[src/rtl/sram_bus_pkg.sv]
package sram_bus_pkg;
  typedef enum logic [1:0] {
    ST_IDLE  = 2'd0,
    ST_ACT   = 2'd1,
    ST_RECOV = 2'd2
  } seq_state_e;

  typedef struct packed {
    logic a0;
    logic wrh_n;
    logic wrl_n;
    logic rd_n;
  } strobe_t;
endpackage

[src/rtl/sram_wait_ctrl.sv]
module sram_wait_ctrl #(
  parameter int WAIT_W = 3
) (
  input  logic              clk_i,
  input  logic              rst_ni,
  input  logic              load_i,
  input  logic [WAIT_W-1:0] int_wait_i,
  input  logic              ext_en_i,
  input  logic              ext_wait_ni,
  input  logic              active_i,
  output logic              last_o
);
  logic [WAIT_W-1:0] cnt_q;
  logic              wait_low_q;

  // falling-edge sample of the external wait pin
  always_ff @(negedge clk_i or negedge rst_ni) begin
    if (!rst_ni) wait_low_q <= 1'b0;
    else         wait_low_q <= ~ext_wait_ni;
  end

  always_ff @(posedge clk_i or negedge rst_ni) begin
    if (!rst_ni)                         cnt_q <= '0;
    else if (load_i)                     cnt_q <= int_wait_i;
    else if (active_i && cnt_q != '0)    cnt_q <= cnt_q - 1'b1;
  end

  assign last_o = active_i && (cnt_q == '0) && !(ext_en_i && wait_low_q);
endmodule

[src/rtl/sram_seq_fsm.sv]
module sram_seq_fsm
  import sram_bus_pkg::*;
(
  input  logic clk_i,
  input  logic rst_ni,
  input  logic req_valid_i,
  input  logic last_i,
  output logic load_o,
  output logic active_o,
  output logic capture_o,
  output logic ready_o
);
  seq_state_e state_q, state_d;

  always_comb begin
    state_d = state_q;
    unique case (state_q)
      ST_IDLE:  if (req_valid_i) state_d = ST_ACT;
      ST_ACT:   if (last_i)      state_d = ST_RECOV;
      ST_RECOV:                  state_d = ST_IDLE;
      default:                   state_d = ST_IDLE;
    endcase
  end

  always_ff @(posedge clk_i or negedge rst_ni) begin
    if (!rst_ni) state_q <= ST_IDLE;
    else         state_q <= state_d;
  end

  assign load_o    = (state_q == ST_IDLE) && req_valid_i;
  assign active_o  = (state_q == ST_ACT);
  assign capture_o = (state_q == ST_ACT) && last_i;
  assign ready_o   = (state_q == ST_RECOV);
endmodule

[src/rtl/sram_lane_map.sv]
module sram_lane_map
  import sram_bus_pkg::*;
(
  input  logic       active_i,
  input  logic       we_i,
  input  logic [1:0] be_i,
  input  logic       addr0_i,
  input  logic       bsl_mode_i,
  input  logic       big_endian_i,
  output strobe_t    strb_o
);
  logic sel_lo, sel_hi;

  always_comb begin
    // lane addressed by each select pin in byte-select scheme
    sel_lo = big_endian_i ? be_i[1] : be_i[0];
    sel_hi = big_endian_i ? be_i[0] : be_i[1];
    strb_o.rd_n = ~(active_i & ~we_i);
    if (bsl_mode_i) begin
      strb_o.a0    = ~(active_i & sel_lo);
      strb_o.wrh_n = ~(active_i & sel_hi);
      strb_o.wrl_n = ~(active_i & we_i);
    end else begin
      strb_o.a0    = addr0_i;
      strb_o.wrh_n = ~(active_i & we_i & be_i[1]);
      strb_o.wrl_n = ~(active_i & we_i & be_i[0]);
    end
  end
endmodule

[src/rtl/sram_bus_ctrl.sv]
module sram_bus_ctrl
  import sram_bus_pkg::*;
#(
  parameter int ADDR_W = 24,
  parameter int DATA_W = 16,
  parameter int WAIT_W = 3,
  localparam int BE_W   = DATA_W / 8,
  localparam int BADR_W = ADDR_W - 1
) (
  input  logic              clk_i,
  input  logic              rst_ni,
  input  logic              cfg_is_sram_i,
  input  logic              cfg_wait_en_i,
  input  logic              cfg_bsl_mode_i,
  input  logic              cfg_big_endian_i,
  input  logic [WAIT_W-1:0] cfg_int_wait_i,
  input  logic              req_valid_i,
  input  logic              req_we_i,
  input  logic [BE_W-1:0]   req_be_i,
  input  logic [ADDR_W-1:0] req_addr_i,
  input  logic [DATA_W-1:0] req_wdata_i,
  output logic              req_ready_o,
  output logic [DATA_W-1:0] rsp_rdata_o,
  output logic [BADR_W-1:0] bus_addr_o,
  output logic              bus_a0_o,
  output logic              bus_ce_no,
  output logic              bus_rd_no,
  output logic              bus_wrh_no,
  output logic              bus_wrl_no,
  output logic [DATA_W-1:0] bus_dq_o,
  output logic              bus_dq_oe_o,
  input  logic [DATA_W-1:0] bus_dq_i,
  input  logic              bus_ext_wait_ni
);
  logic              load, active, capture, last;
  logic [ADDR_W-1:0] addr_q;
  logic              we_q;
  logic [BE_W-1:0]   be_q;
  logic [DATA_W-1:0] wdata_q, rdata_q;
  strobe_t           strb;

  always_ff @(posedge clk_i or negedge rst_ni) begin
    if (!rst_ni) begin
      addr_q  <= '0;
      we_q    <= 1'b0;
      be_q    <= '0;
      wdata_q <= '0;
    end else if (load) begin
      addr_q  <= req_addr_i;
      we_q    <= req_we_i;
      be_q    <= req_be_i;
      wdata_q <= req_wdata_i;
    end
  end

  always_ff @(posedge clk_i or negedge rst_ni) begin
    if (!rst_ni)      rdata_q <= '0;
    else if (capture) rdata_q <= bus_dq_i;
  end

  sram_seq_fsm u_fsm (
    .clk_i       (clk_i),
    .rst_ni      (rst_ni),
    .req_valid_i (req_valid_i),
    .last_i      (last),
    .load_o      (load),
    .active_o    (active),
    .capture_o   (capture),
    .ready_o     (req_ready_o)
  );

  sram_wait_ctrl #(.WAIT_W(WAIT_W)) u_wait (
    .clk_i       (clk_i),
    .rst_ni      (rst_ni),
    .load_i      (load),
    .int_wait_i  (cfg_int_wait_i),
    .ext_en_i    (cfg_is_sram_i & cfg_wait_en_i),
    .ext_wait_ni (bus_ext_wait_ni),
    .active_i    (active),
    .last_o      (last)
  );

  sram_lane_map u_lane (
    .active_i     (active),
    .we_i         (we_q),
    .be_i         (be_q),
    .addr0_i      (addr_q[0]),
    .bsl_mode_i   (cfg_bsl_mode_i),
    .big_endian_i (cfg_big_endian_i),
    .strb_o       (strb)
  );

  assign bus_addr_o  = addr_q[ADDR_W-1:1];
  assign bus_a0_o    = strb.a0;
  assign bus_wrh_no  = strb.wrh_n;
  assign bus_wrl_no  = strb.wrl_n;
  assign bus_rd_no   = strb.rd_n;
  assign bus_ce_no   = ~active;
  assign bus_dq_o    = wdata_q;
  assign bus_dq_oe_o = active & we_q;
  assign rsp_rdata_o = rdata_q;
endmodule

[config.mk]
export PLATFORM = sky130hd
export DESIGN_NAME = sram_bus_ctrl
export DESIGN_NICKNAME = d
export VERILOG_FILES = /design/src/rtl/sram_bus_pkg.sv /design/src/rtl/sram_wait_ctrl.sv /design/src/rtl/sram_seq_fsm.sv /design/src/rtl/sram_lane_map.sv /design/src/rtl/sram_bus_ctrl.sv
export SDC_FILE = /design/constraint.sdc
export NUM_CORES = 1
export LEC_CHECK = 0
export BUFFER_PORTS_ARGS = -buffer_cell sky130_fd_sc_hd__buf_2
export CORE_AREA = 5 5 83 85
export CTS_CLUSTER_DIAMETER = 200
export DETAILED_ROUTE_END_ITERATION = 8
export DIE_AREA = 0 0 88 90
export PLACE_DENSITY = 0.87
export SLEW_MARGIN = 20
export SYNTH_ARGS = -nofsm -noshare
export SYNTH_HDL_FRONTEND = slang
export SYNTH_SLANG_ARGS = --single-unit
export TNS_END_PERCENT = 50
[constraint.sdc]
create_clock -name clk_i -period 5.45 [get_ports clk_i]
set_clock_uncertainty 0.1 [all_clocks]
set_input_delay 0.8175 -clock clk_i [delete_from_list [all_inputs] [get_ports clk_i]]
set_output_delay 0.8175 -clock clk_i [all_outputs]
set_load 0.02 [all_outputs]
Yosys cells after proc, flatten, opt, wreduce, memory -nomap -nowiden. Cells that the tools add are included.

Logic and storage cells: 49. Register bits: 65.

Bitwise logic cells: 16. Eq/ne operators: 4. Add/subtract/negate cells: 1. Mux-type cells: 8. Reduce and logical (&&, ||, !) cells: 12.

Operators with widths (number): 3-bit 2-to-1 mux (3); 1-bit NOT (9); 1-bit AND (7); 1-bit logical AND (6); 2-bit 2-to-1 mux (2); 2-bit one-hot mux with 2 select lines (1); 3-bit zero test (1); 3-bit nonzero test (1); 3-bit by 1-bit subtractor with 3-bit output, second input constant (1); 2-bit by 1-bit equality test with 1-bit output, second input constant (1); 2-bit equality test, second input constant (1); 2-bit zero test (1); 1-bit 2-to-1 mux (2); 2-bit by 1-bit inequality test with 1-bit output, second input constant (1); 2-bit inequality test, second input constant (1); 2-bit AND reduction (1); 2-bit nonzero test (1); 1-bit zero test (1).

Depth between registers and ports, before layout. Gate-level depths: netlist (run 1).

Word-level depth: 6. Gate-level depth with buffers: 7. Depth with buffers taken out: 5.

Cells and area by module. Synthesis (run 1) repeated with hierarchy kept, for this count alone.

Cell total of the unflattened synthesis: 194. Area, all modules: 3037.9 µm².

By module, submodules not included: sram_bus_ctrl (times used 1, area an instance 2631.3 µm², seq. area each 1476.4 µm², cells an instance 151); sram_wait_ctrl (times used 1, area an instance 240.2 µm², seq. area each 100.1 µm², cells an instance 26); sram_seq_fsm (times used 1, area an instance 103.8 µm², seq. area each 50.0 µm², cells an instance 9); sram_lane_map (times used 1, area an instance 62.6 µm², seq. area each 0.0 µm², cells an instance 8).

==> results of run 1 <==
## final timing paths
path / start / to / slack, ps / cells after the start
min in group asynchronous: rst_ni / addr_q[23]$_DFFE_PN0P_ / 630 / 2
max in group asynchronous: rst_ni / u_wait.wait_low_q$_DFF_NN0_ / 2300 / 1
max reg2reg: u_wait.wait_low_q$_DFF_NN0_ / rsp_rdata_o[15]$_DFFE_PN0P_ / 1270 / 3
max: u_wait.wait_low_q$_DFF_NN0_ / rsp_rdata_o[15]$_DFFE_PN0P_ / 1270 / 3
min: rsp_rdata_o[9]$_DFFE_PN0P_ / rsp_rdata_o[9]$_DFFE_PN0P_ / 400 / 1
min reg2reg: rsp_rdata_o[9]$_DFFE_PN0P_ / rsp_rdata_o[9]$_DFFE_PN0P_ / 400 / 1
## cells by family (layout without fill, tap and decap cells)
group | after synthesis | count (layout) | share of synthesized area
flip-flops | 65 | 65 | 0.624
buffers and inverters | 13 | 153 | 0.0278
AND/OR/NAND/NOR | 16 | 16 | 0.0341
adder cells (fa/ha/maj) | 2 | 2 | 0.00959
AO/OA/AOI/OAI | 9 | 9 | 0.0230
multiplexers | 63 | 63 | 0.282
## metal layers
| metal | vias up | GRT usage |
|---|---|---|
| li1 | 860 | - |
| met1 | 857 | 0.173 |
| met2 | 75 | 0.242 |
| met3 | 10 | 0.0521 |
| met4 | 0 | 0.0729 |
| met5 | - | 0 |
## through the flow
| stage | cell area (µm²) | hold WS (ps) | util | power [W] |
|---|---|---|---|---|
| 6_report | 3510 | 401 | 0.573 | 0.00227 |
| 5_1_grt | 3510 | 417 | 0.573 | 0.00243 |
| 4_1_cts | 3510 | 402 | 0.573 | 0.00231 |
| 3_5_place_dp | 3340 | 388 | 0.545 | 0.00195 |
| 3_3_place_gp | 3340 | 383 | 0.545 | 0.00191 |
| 2_1_floorplan | 2610 | 382 | - | 0.00159 |
## power groups by stage
stage,clock [W],combinational (W),sequential (W)
final,0.000353,0.00107,0.000853
after global routing,0.000395,0.00115,0.000885
after CTS,0.000370,0.00109,0.000857
after detailed placement,0,0.00109,0.000862
after global placement,0,0.00106,0.000849
after floorplan,0,0.000478,0.00111
## critical path: stages, from the launching register on
cell     delay, ps
dfrtn_1        320
a311o_1        380
buf_4          230
mux2_4         310
## state kept, by name, indices dropped and copies added (netlist names)
| name | count |
|---|---|
| addr_q | 24 |
| be_q | 2 |
| bus_dq_o | 16 |
| rsp_rdata_o | 16 |
| u_fsm.state_q | 2 |
| u_wait.cnt_q | 3 |
| u_wait.wait_low_q | 1 |
| we_q | 1 |
## synthesized netlist by cell type (all sizes together) (2+ instances only)
cell type and n:
dfrtp 64, mux2 60, buf 7, inv 5
nand2 4, mux2i 3, nand2b 3, a21oi 2
and3 2, ha 2, nor2 2, o21ai 2
## layout make-up
type	instances	area [µm²]	area share
timing repair buffer	135	686	0.195
multi-input combinational	90	915	0.261
inverter	5	18.8	0.00535
sequential	65	1630	0.463
clock buffer	13	169	0.0481
tap	77	96.3	0.0274
==> flow_summary.yaml, run 1 <==
status:
  status: "completed"
critical_path:
  timing_worst_setup_path_type: "flip-flop to flip-flop"
  cp.required_ps: 5560
  critPathLaunchType: "flip-flop"
  end_kind: "flip-flop"
  worstPathArrival_ps: 4290
  critical_path.max_fanout: 16
clock_network:
  clk_path_buf_depth: 2
  cts_tree: "done"
  ctsHoldBuffers: 0
  worstSkewPairLatency_ps: 320
  clk_pin_slew_ps: 60
  htreeDepth: 3
  cts_resized: 0
  clkSinkCount: 65
  numCtsBuffers: 9
  root_buffer: "clkbuf_8"
  post-cts-setup-buffer-count: 0
logic_synthesis:
  yosys_warnings: 0
  avgSynthCellArea_um2: 15.5
  synth_edf_count: 0
  synth_top_area_cell: "dfrtp_1"
  synth_top_cell_area_share: 0.614
  ys_ff_latch: 65
  yosysSeqAreaShare: 0.624
  synth-async-reset-ratio: 1.00
  netlist_area_mm2: 0.00261
  yosysUniqueCellTypes: 28
  dominantRegCellSynth: "dfrtp_1"
  syn_nets: 240
  synthCells: 168
  post_synth_main_area_contributors: "dfrtp_1, mux2_2, mux2_4"
global_routing:
  antenna_found_initial: 0
  globalRoute.totalOverflow: 0
  grt_max_degree: 65
  grt_pass1_vias: 1950
  grt_pass1_wl_um: 9110
  grt_usage: 0.149
sta:
  slew_violations: 0
  grt_setup_unrepaired: "false"
  hold_violations: 0
  tns_ps: 0
  setup_violations: 0
  setup_ws_ps: 1270
  tightest_slew_ps: 772
  maxSlewHeadroom: 0.485
flow_run:
  cap_viol_max_count: 0
cells_and_area:
  final_common_cell: "buf_2"
  insertedDiodeCount: 0
  drive_gt1_frac: 0.679
  layout_common_cells: "buf_2, dfrtp_1, mux2_2"
  area_growth_pct: 34.6
  fin_nets: 378
  fillerInstances: 541
  finalNonFillerCells: 385
route:
  vias_per_cell: 4.68
  met3_length_um: 565
  dr.max_layer_used: "met4"
  vias: 1802
  wire_per_inst_um: 14.5
  wl_um: 5580
  drc: 0
  drtIter0Drc: 32
  wl_met1_um: 2210
  antenna_left: 0
  met2_length_um: 2700
  drtPass1Iterations: 4
floorplan:
  dieArea_mm2: 0.00792
  fp.coreArea_mm2: 0.00613
  die_width_um: 88
  num_rows: 29
  io_pins: 132
  start_util: 0.425
  die_h_um: 90
power_and_ir_drop:
  power.density_mw_per_mm2: 647
  total_leakage_power_nw: 1.79
  power_switching_w: 0.000867
  p_int_w: 0.00141
  clkPwrFrac: 0.155
  p_sw_frac: 0.381
  peakVddDrop_v: 0.000315
  comb_power_share: 0.469
  pwr-share-seq: 0.375
place:
  hpwl_um: 4220
  placedCellCount: 372
  place_worst_setup_slack_ps: 1250
  portBuffers: 131
  place_congestion: 0.753
hold_path:
  hold_path_class: "flip-flop to flip-flop"
(Power assumes the default switching activity.)
==> run 2, diff against run 1 <==
- ABC_AREA: not set -> 1
- CORE_AREA: 5 5 83 85 -> 5 5 84 86
- DIE_AREA: 0 0 88 90 -> 0 0 89 91
- clock period: 5.45 -> 4.1 ns (I/O delays scaled with it)
==> run 2 against run 1 <==
  * Worst setup slack got worse by 360 ps
  * Sequential share of layout area decreased by 1.6 points
  * Sequential cell count unchanged
  * Via count increased by 39%
  * Synthesized cell count increased by 89%
  * Clock-buffer cell count unchanged
  * Final cell count increased by 37%
  * Synthesized area increased by 4.0%
  * Wire length increased by 21%
  * Design area increased by 3.5%
  * Critical endpoint is now rsp_rdata_o[9]$_DFFE_PN0P_
==> flow_summary.yaml, run 2 <==
status:
  status: "completed"
route:
  vias_per_cell: 4.74
  wl_um: 6770
  vias: 2497
  wire_per_inst_um: 12.8
  drtIter0Drc: 116
  antenna_left: 0
  drc: 0
  drtPass1Iterations: 4
logic_synthesis:
  synth_top_family_by_area: "simple AND/OR/NAND/NOR gates"
  synth-async-reset-ratio: 1.00
  synth_top_area_cell: "dfrtp_1"
  ys_ff_latch: 65
  dominantRegCellSynth: "dfrtp_1"
  synthXorXnorAreaFrac: 0
  synthCells: 317
  synth_top_cell_area_share: 0.590
  netlist_area_mm2: 0.00271
  synth_common_cells: "nand2_1, dfrtp_1, nand3_1"
  post_synth_main_area_contributors: "dfrtp_1, nand2_1, nand3_1"
  synth-simple-area-share: 0.327
  yosysUniqueCellTypes: 16
  synth_fa_ha_area_frac: 0.00923
  yosysSeqAreaShare: 0.600
  synth-compound-area-share: 0.0129
  synth_edf_count: 0
  syn_nets: 389
  synth_mux_area_frac: 0
  avgSynthCellArea_um2: 8.56
  synth.most_common_cell: "nand2_1"
  yosys_warnings: 0
floorplan:
  die_h_um: 91
  io_pins: 132
  start_util: 0.437
  die_width_um: 89
  fp.coreArea_mm2: 0.00620
  num_rows: 29
  dieArea_mm2: 0.00810
sta:
  slew_violations: 0
  tightest_slew_ps: 931
  grt_setup_unrepaired: "false"
  hold_violations: 0
  setup_violations: 0
  tns_ps: 0
  maxSlewHeadroom: 0.377
cells_and_area:
  insertedDiodeCount: 0
  final_common_cell: "nand2_1"
  largest_reg_flops: 24
  drive_gt1_frac: 0.342
  fin_nets: 518
  max_flop_register: "addr_q"
  fillerInstances: 565
  area_growth_pct: 34.0
  layout_common_cells: "nand2_1, buf_2, dfrtp_1"
critical_path:
  timing_worst_setup_path_type: "flip-flop to flip-flop"
  critPathLaunchType: "flip-flop"
  slowest_delay_ps: 380
  path_cells: "nand3_1 > nand2_4 > inv_6 > nand2_1 > nand2_1"
  critical_path.max_fanout: 18
  worstPathArrival_ps: 3300
  end_kind: "flip-flop"
  cpMaxStageDelayCell: "dfrtn_1"
  cpMostUsedCell: "nand2_1"
  cp.required_ps: 4210
hold_path:
  hold_path_class: "flip-flop to flip-flop"
clock_network:
  clk_pin_slew_ps: 70
  clk_path_buf_depth: 2
  post-cts-setup-buffer-count: 0
  ctsHoldBuffers: 0
  cts_resized: 0
  clkSinkCount: 65
  numCtsBuffers: 9
  htreeDepth: 3
  worstSkewPairLatency_ps: 320
  cts_tree: "done"
  root_buffer: "clkbuf_8"
global_routing:
  gr-usage-met3: 0.0353
  grt_use_met2: 0.306
  grt_pass1_vias: 2587
  grt_use_met1: 0.214
  grt_usage: 0.176
  grt-busiest-layer: "met2"
  grt_max_degree: 65
  grt_pass1_wl_um: 11400
  globalRoute.totalOverflow: 0
  antenna_found_initial: 0
flow_run:
  cap_viol_max_count: 0
power_and_ir_drop:
  power.density_mw_per_mm2: 863
  peakVddDrop_v: 0.000479
  total_leakage_power_nw: 2.16
  total_power_w: 0.00314
place:
  hpwl_um: 4900
  place_congestion: 0.756
  portBuffers: 131
-- run 2: changes by cell type in the layout (fill, tap and decap cells not counted), moves of 3 or more --
| cell | change |
|---|---|
| nor2_1 | +5 |
| nand2_1 | +149 |
| mux2_4 | -8 |
| nand2b_1 | -3 |
| nand3_1 | +48 |
| inv_1 | +9 |
| mux2_2 | -52 |
| mux2i_1 | -3 |
-- run 2: layer usage --
metal,routed length [µm],part of all wire,vias up
met2,3410,0.50,88
met1,2730,0.40,1154
met3,537,0.079,10
li1,-,-,1245
met4,85,0.013,0
met5,0,0,-
-- run 2: logic make-up (layout without fill, tap and decap cells) --
group | count (synthesis) | after routing
compound gates | 7 | 7
simple gates | 213 | 213
buf+inv | 30 | 163
fa+ha+maj | 2 | 2
flops | 65 | 65
-- run 2: final cells by class --
class | instances | area [µm²] | area share
clock buffers | 13 | 169 | 0.0465
flip-flops and latches | 65 | 1630 | 0.448
repair buffers | 134 | 678 | 0.187
multi-input cells | 222 | 947 | 0.261
well taps | 77 | 96.3 | 0.0265
clock inverters | 2 | 60.1 | 0.0165
inverters | 14 | 57.6 | 0.0158
-- run 2: final timing paths --
path	startpoint	to	cells after the start	slack, ps
max in group asynchronous	rst_ni	u_wait.wait_low_q$_DFF_NN0_	1	1830
min in group asynchronous	rst_ni	addr_q[23]$_DFFE_PN0P_	2	430
worst min-delay path	addr_q[5]$_DFFE_PN0P_	addr_q[5]$_DFFE_PN0P_	2	370
worst min register to register	addr_q[5]$_DFFE_PN0P_	addr_q[5]$_DFFE_PN0P_	2	370
worst max-delay path	u_wait.wait_low_q$_DFF_NN0_	rsp_rdata_o[9]$_DFFE_PN0P_	5	910
worst max register to register	u_wait.wait_low_q$_DFF_NN0_	rsp_rdata_o[9]$_DFFE_PN0P_	5	910
-- run 2: report_power, final --
| group | total (W) | internal (W) | switching, W | leakage [nW] |
|---|---|---|---|---|
| logic | 0.00141 | 0.000449 | 0.000963 | 1.25 |
| registers | 0.00111 | 0.000943 | 0.000166 | 0.803 |
| clock network | 0.000615 | 0.000390 | 0.000225 | 0.116 |
-- run 2: worst max-delay path, delay by kind of cell (launching register included) --
family	cells	cell delay, ps
AND/OR/NAND/NOR	4	440
flip-flops	1	380
buffers and inverters	1	100
-- run 2: metrics by stage --
step	area [µm²]	instances	utilization	worst slack (ps)	hold WS, ps
3_5_place_dp	3410	512	0.549	893	353
3_3_place_gp	3410	512	0.549	948	349
2_1_floorplan	2710	317	-	964	219
4_1_cts	3630	527	0.586	907	366
5_1_grt	3630	527	0.586	828	380
6_report	3630	527	0.586	911	370
